--- config.mk ---
export PLATFORM = sky130hd
export DESIGN_NAME = acc_core
export DESIGN_NICKNAME = d
export VERILOG_FILES = /design/src/rtl/acc_pkg.sv /design/src/rtl/acc_rst_sync.sv /design/src/rtl/acc_alu.sv /design/src/rtl/acc_ctrl.sv /design/src/rtl/acc_core.sv
export SDC_FILE = /design/constraint.sdc
export NUM_CORES = 1
export LEC_CHECK = 0
export BUFFER_PORTS_ARGS = -buffer_cell sky130_fd_sc_hd__buf_2
export CAP_MARGIN = 40
export CORE_MARGIN = 2
export CORE_UTILIZATION = 31
export CTS_CLUSTER_DIAMETER = 150
export DETAILED_ROUTE_END_ITERATION = 10
export PLACE_DENSITY = 0.55
export SYNTH_ARGS = -nofsm -noshare
export SYNTH_HDL_FRONTEND = slang
export SYNTH_SLANG_ARGS = --single-unit
--- constraint.sdc ---
create_clock -name clk -period 3.45 [get_ports clk]
set_input_delay 0.69 -clock clk [delete_from_list [all_inputs] [get_ports clk]]
set_output_delay 0.69 -clock clk [all_outputs]
set_load 0.02 [all_outputs]
--- src/rtl/acc_pkg.sv ---
package acc_pkg;

  localparam int OP_W = 4;

  localparam logic [OP_W-1:0] OPC_HALT  = 4'd0;
  localparam logic [OP_W-1:0] OPC_LOAD  = 4'd1;
  localparam logic [OP_W-1:0] OPC_STORE = 4'd2;
  localparam logic [OP_W-1:0] OPC_ADD   = 4'd3;
  localparam logic [OP_W-1:0] OPC_SUB   = 4'd4;
  localparam logic [OP_W-1:0] OPC_AND   = 4'd5;
  localparam logic [OP_W-1:0] OPC_OR    = 4'd6;
  localparam logic [OP_W-1:0] OPC_NOT   = 4'd7;
  localparam logic [OP_W-1:0] OPC_JUMP  = 4'd8;
  localparam logic [OP_W-1:0] OPC_JZ    = 4'd9;

  typedef enum logic [3:0] {
    ST_FADDR,   // address register <- program counter
    ST_FWAIT,   // memory access cycle, program counter advances
    ST_FDATA,   // data register <- memory
    ST_FIR,     // instruction register <- data register
    ST_DEC,     // opcode dispatch
    ST_XADDR,   // address register <- operand (store also loads data register)
    ST_XWAIT,   // operand read wait
    ST_XDATA,   // data register <- memory
    ST_XALU,    // accumulator <- ALU
    ST_XWRITE,  // write strobe
    ST_XNOT,    // accumulator inverted
    ST_XBRANCH, // program counter <- target when taken
    ST_HALT
  } state_e;

  typedef struct packed {
    logic mar_we;
    logic mar_sel_pc;
    logic mdr_we;
    logic mdr_sel_acc;
    logic ir_we;
    logic pc_inc;
    logic pc_load;
    logic acc_we;
    logic halt_set;
    logic mem_we;
  } ctl_t;

endpackage

--- src/rtl/acc_rst_sync.sv ---
module acc_rst_sync #(
  parameter int STAGES = 2
) (
  input  logic clk,
  input  logic rst_in_n,
  output logic rst_out_n
);

  logic [STAGES-1:0] sync_q;
  logic [STAGES-1:0] sync_d;

  generate
    if (STAGES == 1) begin : g_single
      assign sync_d = 1'b1;
    end else begin : g_chain
      assign sync_d = {sync_q[STAGES-2:0], 1'b1};
    end
  endgenerate

  always_ff @(posedge clk or negedge rst_in_n) begin
    if (!rst_in_n) sync_q <= '0;
    else           sync_q <= sync_d;
  end

  assign rst_out_n = sync_q[STAGES-1];

endmodule

--- src/rtl/acc_alu.sv ---
module acc_alu
  import acc_pkg::*;
#(
  parameter int W = 16
) (
  input  logic [OP_W-1:0] opc,
  input  logic [W-1:0]    a,
  input  logic [W-1:0]    b,
  output logic [W-1:0]    y
);

  always_comb begin
    unique case (opc)
      OPC_LOAD: y = b;
      OPC_ADD:  y = a + b;
      OPC_SUB:  y = a - b;
      OPC_AND:  y = a & b;
      OPC_OR:   y = a | b;
      OPC_NOT:  y = ~a;
      default:  y = a;
    endcase
  end

endmodule

--- src/rtl/acc_ctrl.sv ---
module acc_ctrl
  import acc_pkg::*;
(
  input  logic            clk,
  input  logic            rst_n,
  input  logic [OP_W-1:0] opc,
  input  logic            acc_zero,
  output state_e          state,
  output ctl_t            ctl
);

  state_e state_q, state_d;
  logic   is_mem_read;

  assign is_mem_read = (opc == OPC_LOAD) || (opc == OPC_ADD) || (opc == OPC_SUB) ||
                       (opc == OPC_AND)  || (opc == OPC_OR);

  // next-state logic
  always_comb begin
    state_d = state_q;
    unique case (state_q)
      ST_FADDR: state_d = ST_FWAIT;
      ST_FWAIT: state_d = ST_FDATA;
      ST_FDATA: state_d = ST_FIR;
      ST_FIR:   state_d = ST_DEC;
      ST_DEC: begin
        if (opc == OPC_HALT)                        state_d = ST_HALT;
        else if (is_mem_read || opc == OPC_STORE)   state_d = ST_XADDR;
        else if (opc == OPC_NOT)                    state_d = ST_XNOT;
        else if (opc == OPC_JUMP || opc == OPC_JZ)  state_d = ST_XBRANCH;
        else                                        state_d = ST_FADDR;
      end
      ST_XADDR:   state_d = (opc == OPC_STORE) ? ST_XWRITE : ST_XWAIT;
      ST_XWAIT:   state_d = ST_XDATA;
      ST_XDATA:   state_d = ST_XALU;
      ST_XALU:    state_d = ST_FADDR;
      ST_XWRITE:  state_d = ST_FADDR;
      ST_XNOT:    state_d = ST_FADDR;
      ST_XBRANCH: state_d = ST_FADDR;
      ST_HALT:    state_d = ST_HALT;
      default:    state_d = ST_FADDR;
    endcase
  end

  // state register
  always_ff @(posedge clk or negedge rst_n) begin
    if (!rst_n) state_q <= ST_FADDR;
    else        state_q <= state_d;
  end

  // per-state transfer enables
  always_comb begin
    ctl = '0;
    unique case (state_q)
      ST_FADDR: begin
        ctl.mar_we     = 1'b1;
        ctl.mar_sel_pc = 1'b1;
      end
      ST_FWAIT:  ctl.pc_inc = 1'b1;
      ST_FDATA:  ctl.mdr_we = 1'b1;
      ST_FIR:    ctl.ir_we  = 1'b1;
      ST_DEC:    ctl.halt_set = (opc == OPC_HALT);
      ST_XADDR: begin
        ctl.mar_we      = 1'b1;
        ctl.mdr_we      = (opc == OPC_STORE);
        ctl.mdr_sel_acc = (opc == OPC_STORE);
      end
      ST_XDATA:   ctl.mdr_we = 1'b1;
      ST_XALU:    ctl.acc_we = 1'b1;
      ST_XNOT:    ctl.acc_we = 1'b1;
      ST_XWRITE:  ctl.mem_we = 1'b1;
      ST_XBRANCH: ctl.pc_load = (opc == OPC_JUMP) || (opc == OPC_JZ && acc_zero);
      default:    ctl = '0;
    endcase
  end

  assign state = state_q;

endmodule

--- src/rtl/acc_core.sv ---
module acc_core
  import acc_pkg::*;
#(
  parameter int DATA_W     = 16,
  parameter int SYNC_DEPTH = 2,
  localparam int ADDR_W    = DATA_W - OP_W
) (
  input  logic              clk,
  input  logic              rst_n,
  output logic [ADDR_W-1:0] mem_addr,
  output logic [DATA_W-1:0] mem_wdata,
  output logic              mem_we,
  input  logic [DATA_W-1:0] mem_rdata,
  output logic              halted
);

  logic rst_core_n;

  logic [ADDR_W-1:0] pc_q,  pc_d;
  logic [ADDR_W-1:0] mar_q, mar_d;
  logic [DATA_W-1:0] mdr_q, mdr_d;
  logic [DATA_W-1:0] ir_q,  ir_d;
  logic [DATA_W-1:0] acc_q, acc_d;
  logic              halt_q, halt_d;

  logic [OP_W-1:0]   opc;
  logic [ADDR_W-1:0] operand;
  logic [DATA_W-1:0] alu_y;
  state_e            state;
  ctl_t              ctl;

  assign opc     = ir_q[DATA_W-1 -: OP_W];
  assign operand = ir_q[ADDR_W-1:0];

  acc_rst_sync #(.STAGES(SYNC_DEPTH)) u_rst (
    .clk       (clk),
    .rst_in_n  (rst_n),
    .rst_out_n (rst_core_n)
  );

  acc_ctrl u_ctrl (
    .clk      (clk),
    .rst_n    (rst_core_n),
    .opc      (opc),
    .acc_zero (acc_q == '0),
    .state    (state),
    .ctl      (ctl)
  );

  acc_alu #(.W(DATA_W)) u_alu (
    .opc (opc),
    .a   (acc_q),
    .b   (mdr_q),
    .y   (alu_y)
  );

  // datapath next values
  always_comb begin
    pc_d   = pc_q;
    mar_d  = mar_q;
    mdr_d  = mdr_q;
    ir_d   = ir_q;
    acc_d  = acc_q;
    halt_d = halt_q;
    if (ctl.pc_inc)   pc_d   = pc_q + 1'b1;
    if (ctl.pc_load)  pc_d   = operand;
    if (ctl.mar_we)   mar_d  = ctl.mar_sel_pc ? pc_q : operand;
    if (ctl.mdr_we)   mdr_d  = ctl.mdr_sel_acc ? acc_q : mem_rdata;
    if (ctl.ir_we)    ir_d   = mdr_q;
    if (ctl.acc_we)   acc_d  = alu_y;
    if (ctl.halt_set) halt_d = 1'b1;
  end

  // datapath registers
  always_ff @(posedge clk or negedge rst_core_n) begin
    if (!rst_core_n) begin
      pc_q   <= '0;
      mar_q  <= '0;
      mdr_q  <= '0;
      ir_q   <= '0;
      acc_q  <= '0;
      halt_q <= 1'b0;
    end else begin
      pc_q   <= pc_d;
      mar_q  <= mar_d;
      mdr_q  <= mdr_d;
      ir_q   <= ir_d;
      acc_q  <= acc_d;
      halt_q <= halt_d;
    end
  end

  assign mem_addr  = mar_q;
  assign mem_wdata = mdr_q;
  assign mem_we    = ctl.mem_we;
  assign halted    = halt_q;

endmodule

# [Word-level counts from Yosys, hierarchy flattened]
# Index checks and enable logic that the tools add are counted.
[op_classes] div=0 magnitude_cmp=0 n_addsub=3 shifts=0 multipliers=0 n_reduce_logical=17 n_bitwise=3 n_mux=21 n_eq_ne=21
[ops] op="$pmux W16 S6" count=1
[ops] op="$mux W12" count=3
[ops] op="$pmux W4 S9" count=1
[ops] op="$eq A4 B3 Y1 const B" count=8
[ops] op="$eq A4 B4 Y1 const B" count=7
[ops] op="$mux W4" count=5
[ops] op="$add A16 B16 Y16" count=1
[ops] op="$and A16 B16 Y16" count=1
[ops] op="$eq A4 B2 Y1 const B" count=4
[ops] op="$logic_not A16 Y1" count=1
[ops] op="$mux W16" count=1
[ops] op="$not A16 Y16" count=1
[ops] op="$or A16 B16 Y16" count=1
[ops] op="$sub A16 B16 Y16" count=1
[ops] op="$add A12 B1 Y12 const B" count=1
[ops] op="$mux W1" count=9
[ops] op="$eq A4 B1 Y1 const B" count=2
[ops] op="$logic_not A4 Y1" count=2
[ops] op="$logic_or A1 B1 Y1" count=7
[ops] op="$reduce_bool A6 Y1" count=1
[ops] op="$reduce_or A2 Y1" count=3
[ops] op="$pmux W1 S2" count=1
[ops] op="$reduce_and A2 Y1" count=1
[ops] op="$reduce_bool A2 Y1" count=1
[ops] op="$logic_and A1 B1 Y1" count=1
[totals] mem_bits_ro=0 regBits=79 mem_count=0 out_inout_bits=30 latch_bits=0 inputBits=18 ramBits=0 elab_cells=73

# [Longest topological paths before layout]
# Gate-level depths: netlist of the first run.
[depth] depth_word=9 mapped_depth=14 mapped_depth_nobuf=14

# [Cells and area by module]
# A second synthesis of the first run with hierarchy kept.
[hier_totals] cells_unflattened=638 hier_area_um2=5700.5
[modules_own_cells] mod="acc_core" area_per_inst_um2=3183.1 n_inst=1 cells_each=267 seq_area_each_um2=1826.8
[modules_own_cells] mod="acc_alu" area_per_inst_um2=2009.4 n_inst=1 cells_each=308 seq_area_each_um2=0.0
[modules_own_cells] mod="acc_ctrl" area_per_inst_um2=454.2 n_inst=1 cells_each=60 seq_area_each_um2=100.1
[modules_own_cells] mod="acc_rst_sync" area_per_inst_um2=53.8 n_inst=1 cells_each=3 seq_area_each_um2=50.0

# [Worst setup path after synthesis of the first run]
# OpenSTA, ideal clock, no wires.
[synth_timing] path_kind="reg2reg" start="register ir_q[14]" end="register acc_q[10]" t_required_ns=3.326 path_buffers=2 synth_period_minus_slack_ns=3.404 arrival_ns=3.280 setup_ns=0.124 setup_slack_ns=0.046 stages_incl_launch_ff=14 cell_sequence="dfrtp_1 clkbuf_1 nand2b_1 or3_1 clkbuf_1 mux2i_1 fa_1 a21o_1 a221o_2 a2111o_1 a31oi_4 xnor2_1 a221oi_2 nor2_1"
[synth_between] elab_chain_len=3 elab_cells_between_ends=9 classes_between="eq/ne: 6; mux: 1; reduce/logical: 2"
[synth_lines] element="start, declared" line_no="acc_core.sv:22" text="logic [DATA_W-1:0] ir_q, ir_d;"
[synth_lines] element="start signal, assigned" line_no="acc_core.sv:87" text="ir_q <= ir_d;"
[synth_lines] element="$eq A4 B1 Y1 (tied with other cells)" line_no="acc_alu.sv:13" text="unique case (opc)"
[synth_lines] element="$reduce_bool A6 Y1 (no source line)"
[synth_lines] element="$reduce_and A2 Y1 (no source line)"
[synth_lines] element="end signal, assigned" line_no="acc_core.sv:81" text="acc_q <= '0;"
[synth_lines] element="end signal, assigned" line_no="acc_core.sv:88" text="acc_q <= acc_d;"
[synth_lines] element="end, declared" line_no="acc_core.sv:23" text="logic [DATA_W-1:0] acc_q, acc_d;"
# Parallel ways exist; a longest one is shown, timed or not.
# A chain may end at the register's enable or synchronous reset.

# [Worst setup path after layout of the first run]
[layout_timing] start="register ir_q[15]" end="register acc_q[10]"
# Same word-level chain as after synthesis.

==> results.tsv, run 1 <==
stage	metric	value	unit
outcome	status	complete, no violations	
clocking	cts-buffers-inserted	9	
timing	clock.fmax	299.9	MHz
synth	synth_edf_count	0	
critical_path	reg2reg_depth	12	
grt	grt_use_total	17.76	%
timing	rsz0062_at_grt	false	
critical_path	cpMaxStageDelayCell	a221o_2	
timing	worst_pin_slew	857.3	ps
timing	layout_min_cycle_time	3335	ps
floorplan	die_w	135.1	um
critical_path	r2r_slack	120	ps
critical_path	endpoint_kind	flop	
grt	grt_pass1_vias	4930	
critical_path	cp.required	3670	ps
timing	setup_ws	115.3	ps
critical_path	worstPathCellList	nand2b_4 -> or3_4 -> o21ai_1 -> xnor2_1 -> ha_1 -> a21o_1 -> a221o_2 -> a2111o_1 -> a31oi_4 -> xnor2_1 -> a221oi_2 -> nor2_1	
synth	synth_cell_types	62	
critical_path	cpPeakStageDelay	430	ps
timing	maxSlewHeadroom	42.46	%
clocking	clk_path_buf_depth	2	
power_and_ir_drop	powerDensity	1130	nW/um^2
clocking	clock_latency	340	ps
power_and_ir_drop	p_comb_share	58.7	%
drt	num_vias	4833	
synth	avgSynthCellArea	8.707	um^2
critical_path	critical_path_class	reg2reg	
synth	seq_area_frac_synth	37.10	%
grt	grt_max_degree	47	
synth	async_flop_share	100.0	%
clocking	ctsHtreeMaxLevel	3	
clocking	clk_pin_slew_worst_paths	60	ps
grt	antenna_found_initial	0	
timing	slew_viol_final	0	
critical_path	crit_top_cell	xnor2_1	
floorplan	fp.coreArea	16700	um^2
critical_path	cp_num_buf_inv	0	
synth	syn_inst	612	
critical_path	r2r_end	acc_q[10]$_DFFE_PN0P_	
grt	grt_pass1_wl	25880	um
power_and_ir_drop	seqPwrFrac	26.4	%
power_and_ir_drop	clockPowerShare	14.9	%
floorplan	fp.dieH	135.1	um
power_and_ir_drop	netSwitchingFraction	47.12	%
timing	final_hold_viol_count	0	
layout	postLayoutCellArea	6260	um^2
floorplan	dieArea	18250	um^2
drt	ant_nets	0	
power_and_ir_drop	internal_power	3.739	mW
critical_path	cp_top_family	compound AO/OA/AOI/OAI gates	
drt	wl_per_cell	17.48	um
flow_run	maxCapViolCount	0	
layout	final_nets	696	
power_and_ir_drop	switching_power	3.332	mW
critical_path	cp.arrival	3560	ps
synth	yosysWarnings	0	
drt	post_drt_via_cell_ratio	5.473	
drt	drc	0	
layout	mostFrequentLayoutCell	dfrtp_1	
clocking	clock-sinks	79	
drt	drt_wl_total	15440	um
timing	setup_viol_count_final	0	
synth	synth_area	5329	um^2
layout	area_growth	17.47	%
drt	drt_iter0_markers	367	
place	postPlaceCellArea	5896	um^2
critical_path	cp-start-kind	flop	
clocking	clock-root-buffer	clkbuf_16	
layout	fin_cells	883	
power_and_ir_drop	ir_drop	0.4224	mV
place	place_ws	23.22	ps
grt	grt_overflow	0	
place	io_buffers	47	
floorplan	num_rows	47	
clocking	cts_tree	done	
drt	drtPass1Iterations	5	
critical_path	cp_max_fo	5	
timing	finalSetupTns	0	ps
timing	hold_slack	120.8	ps
power_and_ir_drop	power.leakage	2.715	nW
layout	utilization	37.48	%
synth	synth_nets	650	
floorplan	io_pins	48	
synth	ys_seq_elements	79	
floorplan	start_util	31.91	%
timing	clock_skew	5.400	ps
layout	diodes	0	
timing	post-route-period-util	96.66	%
critical_path	timing.rr.start	ir_q[15]$_DFFE_PN0P_	
place	dp.cells	866	
place	gp_congestion	0.9572	
min_path	hold_class	in2async	
place	dp_hpwl	11130	um
synth	ys.flop_type	dfrtp_1	
layout	layout_common_cells	78 x dfrtp_1, 62 x nor2_1, 55 x a21oi_1	
layout	drive_gt1_share	20.06	%
power_and_ir_drop	p_total	7.071	mW
==> registers in the layout, summed over array words and instances, names as in the netlist <==
signal and cells:
u_ctrl.state 4, ir_q 16, u_rst.sync_q 2, halted 1, acc_q 16, mem_wdata 16
pc_q 12, mem_addr 12
==> how the worst max path moves through the flow <==
stage,cells past startpoint,start,to
6_report,12,ir_q[15]$_DFFE_PN0P_,acc_q[10]$_DFFE_PN0P_
5_1_grt,14,mem_wdata[1]$_DFFE_PN0P_,acc_q[15]$_DFFE_PN0P_
4_1_cts,12,ir_q[15]$_DFFE_PN0P_,acc_q[10]$_DFFE_PN0P_
3_5_place_dp,12,ir_q[15]$_DFFE_PN0P_,acc_q[10]$_DFFE_PN0P_
3_3_place_gp,11,ir_q[15]$_DFFE_PN0P_,acc_q[14]$_DFFE_PN0P_
2_1_floorplan,13,ir_q[14]$_DFFE_PN0P_,acc_q[10]$_DFFE_PN0P_
==> cell type report <==
type                       count  area [um^2]
inverter                      21        78.83
multi-input combinational    469         3117
fill                        1748        10440
sequential                    79         1981
tap                          220        275.3
timing repair buffer          78        485.5
clock buffer                  10        229.0
clock inverter                 6        93.84
==> kinds of logic after synthesis <==
kind of cell | count (synthesis) | share of synthesized area (%)
xor+xnor | 33 | 5.424
flops | 79 | 37.10
simple gates | 187 | 16.67
buf+inv | 64 | 5.448
mux | 39 | 7.701
fa+ha+maj | 20 | 4.837
other cells | 1 | 0.07037
compound gates | 189 | 22.75
==> cells in the mapped netlist, types with 5 or more instances <==
| master | instances | area share, % |
|---|---|---|
| nor2b_1 | 7 | 0.82 |
| nor2_1 | 62 | 4.4 |
| a221oi_1 | 5 | 0.82 |
| ha_1 | 19 | 4.5 |
| nand2b_1 | 8 | 0.94 |
| and3_1 | 5 | 0.59 |
| inv_1 | 21 | 1.5 |
| buf_1 | 7 | 0.49 |
| a21oi_1 | 56 | 5.3 |
| nor4_1 | 10 | 1.2 |
| xor2_1 | 10 | 1.6 |
| o221ai_1 | 5 | 0.82 |
| dfrtp_1 | 79 | 37 |
| mux2_2 | 16 | 3.4 |
| a21o_1 | 12 | 1.7 |
| mux2i_1 | 23 | 4.3 |
| o22ai_1 | 19 | 2.2 |
| o21ai_0 | 45 | 4.2 |
| nand2_1 | 50 | 3.5 |
| nor3_1 | 13 | 1.2 |
| buf_2 | 6 | 0.56 |
| xnor2_1 | 23 | 3.8 |
| a31oi_1 | 5 | 0.59 |
| nand3_1 | 6 | 0.56 |
| nor3b_1 | 6 | 0.85 |
| clkbuf_1 | 25 | 1.8 |
==> per-layer routing <==
| layer | part of all wire, % | routed length (um) | track usage, % | vias to the layer above |
|---|---|---|---|---|
| met5 | 0 | 0 | 0 | - |
| li1 | - | - | - | 2310 |
| met1 | 47 | 7310 | 24.32 | 2379 |
| met2 | 46 | 7143 | 28.03 | 118 |
| met3 | 4.3 | 661 | 3.266 | 26 |
| met4 | 2.1 | 324 | 6.597 | 0 |
==> repair_timing <==
item | 4_1_cts | 5_1_grt
setup endpoints to repair | 1 | 6
pin swaps | 0 | 2
buffers inserted | 0 | 1
endpoints found under the hold margin | 0 | 0
gates resized for setup | 1 | 8
hold buffers | 0 | 0
==> power by group through the flow <==
stage	combinational (mW)	clock (mW)	sequential, mW
after floorplan	3.03	0	1.79
after global placement	3.97	0	1.86
after detailed placement	4.05	0	1.87
after CTS	4.09	1.08	1.85
after global routing	4.60	1.11	1.95
final	4.15	1.05	1.87
Power figures use the tool's default switching activity.
==> run 2, diff against run 1 <==
CORE_ASPECT_RATIO = 1.75   (was default)
PLACE_DENSITY = 0.57   (was 0.55)
clock period = 2.7 ns   (was 3.45 ns; I/O delays follow)
==> run 2 against run 1 <==
Net effect: the flow now finishes with violations (negative setup slack); worst hold slack improved by 230 ps; count of clock-buffer cells in the layout increased by 1; sequential cell count unchanged; critical path depth up 2; core utilization increased by 4.3 points; global-route usage is 1.4 points higher; largest power group unchanged.
==> results.tsv, run 2 (synthesis results as in run 1) <==
stage	metric	value	unit	change
timing	finalSetupTns	-3167	ps	-3167 ps
drt	num_vias	5229		+8.2%
grt	grt_overflow	0		unchanged
power_and_ir_drop	netSwitchingFraction	45.46	%	-1.7 points
timing	setup_ws	-535.0	ps	-650.3 ps
timing	maxSlewHeadroom	39.48	%	-3.0 points
critical_path	r2r_end	acc_q[10]$_DFFE_PN0P_		
clocking	ctsHtreeMaxLevel	3		unchanged
place	dp_hpwl	12680	um	+14%
floorplan	dieArea	18300	um^2	+0.23%
layout	fin_cells	967		+9.5%
drt	drt_wl_total	16970	um	+9.9%
power_and_ir_drop	powerDensity	1503	nW/um^2	+33%
drt	drt_iter0_markers	375		+2.2%
drt	drc	0		unchanged
min_path	min_from	u_rst.sync_q[0]$_DFF_PN0_		
place	postPlaceCellArea	6445	um^2	+9.3%
grt	grt_use_total	19.15	%	+1.4 points
critical_path	cpMaxStageDelayCell	a2111o_1		
layout	diodes	0		unchanged
clocking	clk_pin_slew_worst_paths	60	ps	about the same
floorplan	die_w	103.1	um	-24%
layout	area_growth	32.24	%	
timing	layout_min_cycle_time	3235	ps	-99.75 ps
timing	slew_viol_final	0		unchanged
floorplan	start_util	31.59	%	-0.32 points
power_and_ir_drop	ir_drop	0.4671	mV	+11%
drt	ant_nets	0		unchanged
outcome	violations	negative setup slack		
timing	setup_viol_count_final	10		+10
drt	wl_per_cell	17.55	um	+0.39%
flow_run	maxCapViolCount	0		unchanged
power_and_ir_drop	power.leakage	3.141	nW	+16%
critical_path	endpoint_kind	flop		
grt	antenna_found_initial	0		unchanged
layout	final_nets	773		+11%
power_and_ir_drop	clockPowerShare	12.3	%	-2.6 points
clocking	clock_latency	350	ps	about the same
timing	final_hold_viol_count	0		unchanged
place	dp.cells	937		+8.2%
layout	postLayoutCellArea	7047	um^2	+13%
power_and_ir_drop	switching_power	4.816	mW	+45%
critical_path	cp.required	2930	ps	-740 ps
grt	grt_max_degree	46		-2.1%
critical_path	r2r_slack	-530	ps	-650 ps
critical_path	cp_max_fo	4		-1
clocking	clk_path_buf_depth	2		unchanged
layout	utilization	41.77	%	+4.3 points
timing	post-route-period-util	119.8	%	+23 points
layout	drive_gt1_share	31.89	%	+12 points
place	gp_congestion	0.8948		-6.5%
floorplan	fp.dieH	177.4	um	+31%
power_and_ir_drop	p_total	10.59	mW	+50%
layout	mostFrequentLayoutCell	buf_4		
timing	clock.fmax	309.1	MHz	+3.1%
min_path	holdPathStages	0		
min_path	holdPathEnd	u_rst.sync_q[1]$_DFF_PN0_		
clocking	clock-sinks	79		unchanged
timing	clock_skew	12.89	ps	+7.490 ps
grt	grt_pass1_wl	26990	um	+4.3%
critical_path	cpPeakStageDelay	450	ps	+20 ps
critical_path	cp-start-kind	flop		
clocking	cts_tree	done		
critical_path	timing.rr.start	ir_q[15]$_DFFE_PN0P_		
floorplan	num_rows	63		+34%
place	io_buffers	47		unchanged
power_and_ir_drop	seqPwrFrac	21.6	%	-4.8 points
power_and_ir_drop	p_comb_share	66.1	%	+7.4 points
timing	rsz0062_at_grt	true		
grt	grt_pass1_vias	5248		+6.5%
critical_path	critical_path_class	reg2reg		
layout	layout_common_cells	102 x buf_4, 76 x dfrtp_1, 59 x nor2_1		
layout	nFillCells	1652		-5.5%
critical_path	cp.arrival	3470	ps	-90 ps
critical_path	reg2reg_depth	14		+2
timing	worst_pin_slew	901.7	ps	+44.39 ps
drt	post_drt_via_cell_ratio	5.407		-1.2%
power_and_ir_drop	internal_power	5.777	mW	+54%
outcome	status	complete, but fails checks		
clocking	clock-root-buffer	clkbuf_16		
floorplan	io_pins	48		unchanged
floorplan	fp.coreArea	16870	um^2	+1.0%
drt	drtPass1Iterations	7		+2
clocking	cts-buffers-inserted	9		unchanged
critical_path	worstPathCellList	nand2b_4 -> buf_6 -> nor3_4 -> buf_6 -> a31oi_4 -> xnor2_1 -> ha_1 -> and3_4 -> a221o_2 -> a2111o_1 -> a31oi_4 -> xnor2_1 -> a221oi_2 -> nor2_1		
min_path	hold_class	reg2reg		
run 2: cell count changes in the layout (fill, tap and decap cells not counted), sizes merged:
cell	delta
dlygate4sd3	+1
bufinv	-1
buf	+76
clkbuf	+1
clkinvlp	-1
clkinv	+1
run 2: layout make-up:
cell class / count / area, um^2 / share of cell area [%]
repair buffers: 155 / 1085 / 15.39
flip-flops and latches: 79 / 1983 / 28.14
clock inverters: 5 / 65.06 / 0.9233
inverters: 21 / 78.83 / 1.119
multi-input cells: 469 / 3298 / 46.80
well taps: 227 / 284.0 / 4.031
clock buffers: 11 / 252.7 / 3.587
run 2: per-layer routing:
layer	share of wire [%]	GRT usage, %	vias up
met5	0	0	-
met4	4.6	10.42	0
met3	3.2	2.284	55
met2	55	34.85	156
met1	37	20.93	2554
li1	-	-	2464
run 2: power groups by stage:
stage / Sequential, mW / Combinational [mW] / Clock (mW)
floorplan: 2.30 / 3.98 / 0
global placement: 2.26 / 6.21 / 0
detailed placement: 2.29 / 6.34 / 0
CTS: 2.27 / 6.57 / 1.33
global route: 2.35 / 7.62 / 1.37
finish: 2.29 / 7.00 / 1.31
run 2: per-stage QoR:
step                      hold slack [ps]  setup WS, ps
after detailed placement            325.6        -565.9
after global routing                368.4        -646.6
after CTS                           355.9        -431.3
after global placement              324.2        -529.3
after floorplan                     244.4        -319.5
final                               353.1        -535.0
run 2: worst max-delay path: cells and delay by family, from the launching register on:
family | cells | cell delay (ps)
compound gates | 5 | 1290
simple gates | 4 | 580
flops | 1 | 390
xor+xnor | 2 | 300
fa+ha+maj | 1 | 290
buf+inv | 2 | 280
run 2: timing repair:
item	CTS	global route
gates resized for setup	15	24
hold buffers	1	0
gates cloned	0	0
endpoints found under the setup margin	10	10
endpoints found under the hold margin	2	0
pin swaps	7	26
setup buffers	3	11
run 2: how the worst max path moves through the flow:
stage	startpoint	to	cells after the start
after floorplan	ir_q[14]$_DFFE_PN0P_	acc_q[10]$_DFFE_PN0P_	13
after global placement	ir_q[15]$_DFFE_PN0P_	acc_q[14]$_DFFE_PN0P_	11
after detailed placement	ir_q[15]$_DFFE_PN0P_	acc_q[10]$_DFFE_PN0P_	11
after CTS	ir_q[15]$_DFFE_PN0P_	acc_q[10]$_DFFE_PN0P_	11
after global routing	ir_q[15]$_DFFE_PN0P_	acc_q[14]$_DFFE_PN0P_	14
final	ir_q[15]$_DFFE_PN0P_	acc_q[10]$_DFFE_PN0P_	14
